<file path="src/rtl/crst_pkg.sv">
package crst_pkg;

   typedef enum logic [1:0] {
      ST_IDLE = 2'd0,
      ST_HI   = 2'd1,
      ST_LO   = 2'd2,
      ST_TAIL = 2'd3
   } crst_state_e;

   function automatic int cnt_w(input int len);
      return (len > 1) ? $clog2(len) : 1;
   endfunction

endpackage

</file>
<file path="src/rtl/crst_phase_timer.sv">
module crst_phase_timer #(
   parameter int LEN = 25,
   localparam int CW = crst_pkg::cnt_w(LEN)
) (
   input  logic          clk,
   input  logic          rst_n,
   input  logic          run_i,
   output logic          last_o,
   output logic [CW-1:0] cnt_o
);

   initial begin
      assert (LEN >= 1) else $error("crst_phase_timer: LEN must be at least 1");
   end

   generate
      if (LEN == 1) begin : g_single
         assign last_o = 1'b1;
         assign cnt_o  = '0;
      end else begin : g_count
         localparam logic [CW-1:0] TERM = CW'(LEN - 1);
         logic [CW-1:0] cnt_q;

         always_ff @(posedge clk or negedge rst_n) begin
            if (!rst_n) begin
               cnt_q <= '0;
            end else if (!run_i) begin
               cnt_q <= '0;
            end else if (cnt_q == TERM) begin
               cnt_q <= '0;
            end else begin
               cnt_q <= cnt_q + 1'b1;
            end
         end

         assign last_o = (cnt_q == TERM);
         assign cnt_o  = cnt_q;
      end
   endgenerate

endmodule

</file>
<file path="src/rtl/crst_pulse_ctr.sv">
module crst_pulse_ctr #(
   parameter int PULSES = 32,
   localparam int PW = crst_pkg::cnt_w(PULSES)
) (
   input  logic          clk,
   input  logic          rst_n,
   input  logic          clr_i,
   input  logic          inc_i,
   output logic          last_o,
   output logic [PW-1:0] idx_o
);

   localparam logic [PW-1:0] TERM = PW'(PULSES - 1);

   initial begin
      assert (PULSES >= 1) else $error("crst_pulse_ctr: PULSES must be at least 1");
   end

   logic [PW-1:0] idx_q;

   always_ff @(posedge clk or negedge rst_n) begin
      if (!rst_n) begin
         idx_q <= '0;
      end else if (clr_i) begin
         idx_q <= '0;
      end else if (inc_i && (idx_q != TERM)) begin
         idx_q <= idx_q + 1'b1;
      end
   end

   assign last_o = (idx_q == TERM);
   assign idx_o  = idx_q;

endmodule

</file>
<file path="src/rtl/crst_line_mux.sv">
module crst_line_mux #(
   parameter bit OUT_REG = 1'b0
) (
   input  logic clk,
   input  logic rst_n,
   input  logic own_i,
   input  logic gen_sck_i,
   input  logic gen_mosi_i,
   input  logic eng_sck_i,
   input  logic eng_mosi_i,
   output logic own_o,
   output logic sck_o,
   output logic mosi_o
);

   logic sel_sck;
   logic sel_mosi;

   always_comb begin
      sel_sck  = own_i ? gen_sck_i  : eng_sck_i;
      sel_mosi = own_i ? gen_mosi_i : eng_mosi_i;
   end

   generate
      if (OUT_REG) begin : g_reg
         logic own_q, sck_q, mosi_q;

         always_ff @(posedge clk or negedge rst_n) begin
            if (!rst_n) begin
               own_q  <= 1'b0;
               sck_q  <= 1'b0;
               mosi_q <= 1'b0;
            end else begin
               own_q  <= own_i;
               sck_q  <= sel_sck;
               mosi_q <= sel_mosi;
            end
         end

         assign own_o  = own_q;
         assign sck_o  = sck_q;
         assign mosi_o = mosi_q;
      end else begin : g_comb
         assign own_o  = own_i;
         assign sck_o  = sel_sck;
         assign mosi_o = sel_mosi;
      end
   endgenerate

endmodule

</file>
<file path="src/rtl/crst_gen.sv">
module crst_gen #(
   parameter int PHASE_CYC = 25,
   parameter int PULSES    = 32,
   parameter int TAIL_CYC  = 25,
   parameter bit OUT_REG   = 1'b0,
   localparam int PCW = crst_pkg::cnt_w(PHASE_CYC),
   localparam int PW  = crst_pkg::cnt_w(PULSES)
) (
   input  logic clk,
   input  logic rst_n,
   input  logic start_i,
   input  logic eng_sck_i,
   input  logic eng_mosi_i,
   output logic busy_o,
   output logic done_o,
   output logic own_o,
   output logic sck_o,
   output logic mosi_o
);
   import crst_pkg::*;

   initial begin
      assert (PHASE_CYC >= 1) else $error("crst_gen: PHASE_CYC must be at least 1");
      assert (PULSES >= 1)    else $error("crst_gen: PULSES must be at least 1");
      assert (TAIL_CYC >= 1)  else $error("crst_gen: TAIL_CYC must be at least 1");
   end

   crst_state_e   state, state_nx;
   logic          done_q;
   logic          ph_last, tl_last, pc_last;
   logic [PCW-1:0] phase_cnt;
   logic [PW-1:0]  pulse_idx;
   logic          gen_sck, gen_mosi, gen_own;
   logic          ph_run, tl_run, pc_inc, pc_clr;

   crst_phase_timer #(.LEN(PHASE_CYC)) u_phase (
      .clk    (clk),
      .rst_n  (rst_n),
      .run_i  (ph_run),
      .last_o (ph_last),
      .cnt_o  (phase_cnt)
   );

   crst_phase_timer #(.LEN(TAIL_CYC)) u_tail (
      .clk    (clk),
      .rst_n  (rst_n),
      .run_i  (tl_run),
      .last_o (tl_last),
      .cnt_o  ()
   );

   crst_pulse_ctr #(.PULSES(PULSES)) u_pulses (
      .clk    (clk),
      .rst_n  (rst_n),
      .clr_i  (pc_clr),
      .inc_i  (pc_inc),
      .last_o (pc_last),
      .idx_o  (pulse_idx)
   );

   always_comb begin
      ph_run = (state == ST_HI) || (state == ST_LO);
      tl_run = (state == ST_TAIL);
      pc_clr = (state == ST_IDLE);
      pc_inc = (state == ST_LO) && ph_last;
   end

   always_comb begin
      state_nx = state;
      unique case (state)
         ST_IDLE: if (start_i) state_nx = ST_HI;
         ST_HI:   if (ph_last) state_nx = ST_LO;
         ST_LO:   if (ph_last) state_nx = pc_last ? ST_TAIL : ST_HI;
         ST_TAIL: if (tl_last) state_nx = ST_IDLE;
         default: state_nx = ST_IDLE;
      endcase
   end

   always_ff @(posedge clk or negedge rst_n) begin
      if (!rst_n) begin
         state  <= ST_IDLE;
         done_q <= 1'b0;
      end else begin
         state  <= state_nx;
         done_q <= (state == ST_TAIL) && tl_last;
      end
   end

   always_comb begin
      gen_own  = (state != ST_IDLE);
      gen_sck  = (state == ST_HI);
      gen_mosi = (state == ST_HI) || (state == ST_LO);
   end

   crst_line_mux #(.OUT_REG(OUT_REG)) u_mux (
      .clk        (clk),
      .rst_n      (rst_n),
      .own_i      (gen_own),
      .gen_sck_i  (gen_sck),
      .gen_mosi_i (gen_mosi),
      .eng_sck_i  (eng_sck_i),
      .eng_mosi_i (eng_mosi_i),
      .own_o      (own_o),
      .sck_o      (sck_o),
      .mosi_o     (mosi_o)
   );

   assign busy_o = gen_own;
   assign done_o = done_q;

endmodule

</file>
<file path="config.mk">
export PLATFORM = sky130hd
export DESIGN_NAME = crst_gen
export DESIGN_NICKNAME = d
export VERILOG_FILES = /design/src/rtl/crst_pkg.sv /design/src/rtl/crst_phase_timer.sv /design/src/rtl/crst_pulse_ctr.sv /design/src/rtl/crst_line_mux.sv /design/src/rtl/crst_gen.sv
export SDC_FILE = /design/constraint.sdc
export NUM_CORES = 1
export LEC_CHECK = 0
export ABC_AREA = 0
export BUFFER_PORTS_ARGS = -buffer_cell sky130_fd_sc_hd__buf_2
export CORE_MARGIN = 5
export CORE_UTILIZATION = 60
export CTS_CLUSTER_DIAMETER = 120
export DETAILED_ROUTE_END_ITERATION = 7
export PLACE_DENSITY = 0.92
export SYNTH_ARGS = -nofsm -noshare
export SYNTH_HDL_FRONTEND = slang
export SYNTH_SLANG_ARGS = --single-unit
</file>
<file path="constraint.sdc">
create_clock -name clk -period 2.9 [get_ports clk]
set_clock_uncertainty 0.05 [all_clocks]
set_input_delay 0.87 -clock clk [delete_from_list [all_inputs] [get_ports clk]]
set_output_delay 0.87 -clock clk [all_outputs]
set_load 0.05 [all_outputs]
</file>
==> qor.yml <==
outcome: "finished clean"
drt_first_pass_iters: 4
max_stage_delay_ns: 0.46
ios: 10
final.min_clock_period_ns: 2.59
clkLatencyLatePin_ns: 0.29
ctsRootBufferMaster: "clkbuf_4"
initial_core_util_pct: 61.1
synthTopCellsByArea: "dfrtp_1, ha_1, inv_1"
p_leak_nw: 0.554
clockBufferDepth: 2
startpoint_type: "register"
syn_area_per_cell_sq_um: 10.0
clock-sinks: 18
post-cts-setup-buffers: 0
finalWirelength_mm: 1.98
slew-limit-headroom_pct: 72.3
grt_pass1_wl_mm: 3.52
synth_seq_cells: 18
period_share_pct: 89.2
fillers: 131
cp.required_ns: 1.98
postCtsHoldBufs: 0
ys_seq_area_share_pct: 43.6
cp-end-kind: "primary output"
grt_max_degree: 19
synth.top_cells.by_count: "dfrtp_1, ha_1, inv_1"
overflow: 0
ys_types: 32
grt_usage_pct: 18.3
synth.most_common_cell: "dfrtp_1"
fp.coreArea_sq_um: 1690
antenna_found_initial: 0
ys.flop_type: "dfrtp_1"
tightest_slew_ns: 0.416
synth_edf_count: 0
finalWorstSetupSlack_ns: 0.312
fin_setup_tns_ns: 0
port_buffers: 9
path_max_fanout: 6
drt_iter0_drc: 15
routabilityCongestion: 0.805
slowest_stage: "dfrtp_1"
clk_pin_slew_ns: 0.09
rows: 15
drv_slew: 0
fp.dieW_um: 51.5
crit_buf_inv: 2
postSynth.asyncResetShare_pct: 100
synthCells: 103
die_area_sq_um: 2650
synth_top_area_share_pct: 43.6
cts_tree: "done"
drv_cap: 0
regArea_sq_um: 450
post_cts_resized: 0
path_delay_family: "flip-flops"
avgViaCountPerCell: 6.03
antenna_left: 0
h-tree-depth: 1
finalNetCount: 131
crit_chain: "inv_1 > ha_1 > mux2_2 > buf_2"
p_per_area_nw_per_um2: 340
cts_buffers: 3
antenna_cells: 0
max_freq_ghz: 0.386
drc: 0
mappedNetlistNets: 118
die_y_um: 51.5
netlist_area_sq_um: 1030
ys_warn_count: 0
worst_ir_drop_vdd_v: 0.000178
place_ws_ns: 0.545
p_total_mw: 0.381
synth_top_area_cell: "dfrtp_1"
syn_to_final_growth_pct: 8.48
rsz0062_at_grt: "no"
dp_hpwl_mm: 1.49
wl_per_cell_um: 15.1
vias: 790
setup_viol: 0
path_class: "reg -> out"
multiInputGateArea_sq_um: 528
worstHoldPathType: "in -> async"
hold_viol_final: 0
reg2reg_slack_ns: 0.86
drive_above_1_share_pct: 17.5
cp.arrival_ns: 1.67
first_global_vias: 816
==> state kept, by name (all words and copies together), names as in the netlist <==
register	cells
done_o	1
u_tail.cnt_o	5
u_phase.cnt_o	5
u_pulses.idx_o	5
state	2
==> worst register-to-register path: stages (launching register included) <==
cell,delay (ns)
dfrtp_1,0.42
ha_1,0.22
and3_1,0.19
ha_1,0.21
nand2b_1,0.25
or4_1,0.50
a21oi_1,0.15
==> per-layer routing <==
metal / wire length [um] / vias to the layer above / global-route usage (%)
met4: 35 / 0 / 10.5
met5: 0 / - / 0
met3: 48 / 5 / 5.25
met1: 879 / 391 / 20.5
met2: 1010 / 10 / 30.5
li1: - / 384 / -
==> cells by family (layout without fill, tap and decap cells) <==
| logic type | count (synthesis) | after routing | synth area share, % |
|---|---|---|---|
| multiplexers | 3 | 3 | 3.27 |
| XOR/XNOR | 3 | 3 | 2.55 |
| adder cells (fa/ha/maj) | 10 | 10 | 12.1 |
| AO/OA/AOI/OAI | 21 | 21 | 12.7 |
| flip-flops | 18 | 18 | 43.6 |
| buffers and inverters | 13 | 24 | 5.21 |
| AND/OR/NAND/NOR | 35 | 35 | 20.5 |
==> power by group <==
group | total [mW] | switching (mW) | internal (mW)
clock | 0.122 | 0.0740 | 0.0484
combinational | 0.00746 | 0.00547 | 0.00199
sequential | 0.251 | 0 | 0.251
==> final cells by class <==
cell class | count | share of cell area, %
clock buffers | 3 | 2.01
flip-flops and latches | 18 | 40.2
multi-input cells | 72 | 47.2
inverters | 10 | 3.35
repair buffers | 11 | 5.36
well taps | 17 | 1.90
==> final timing paths <==
check                                       start                end  depth (start not counted)
worst max-delay path                     state[1]             mosi_o                          4
worst min register to register    u_tail.cnt_o[0]    u_tail.cnt_o[0]                          1
worst min-delay path                        rst_n  u_pulses.idx_o[0]                          1
min in group clk                  u_tail.cnt_o[0]    u_tail.cnt_o[0]                          1
worst max register to register  u_pulses.idx_o[0]  u_pulses.idx_o[3]                          6
max in group asynchronous                   rst_n  u_pulses.idx_o[4]                          1
==> cells in the final DEF (no fill, tap or decap), drive strengths merged, types with 3 or more instances in the layout <==
cell and count:
o21ai 7, nor2 6, mux2 3, dfrtp 18, clkbuf 3, inv 10, nand2 3, buf 11
nand3 7, a21boi 4, a21oi 5, ha 10
==> per-stage QoR <==
stage	cells	instance area [sq um]	utilization, %	hold WS, ns
5_1_grt	131	1120	66.3	0.441
4_1_cts	131	1120	66.3	0.444
2_1_floorplan	103	1030	-	0.403
6_report	131	1120	66.3	0.441
3_5_place_dp	128	1100	65.0	0.430
3_3_place_gp	128	1100	65.0	0.421
Power figures use the tool's default switching activity.
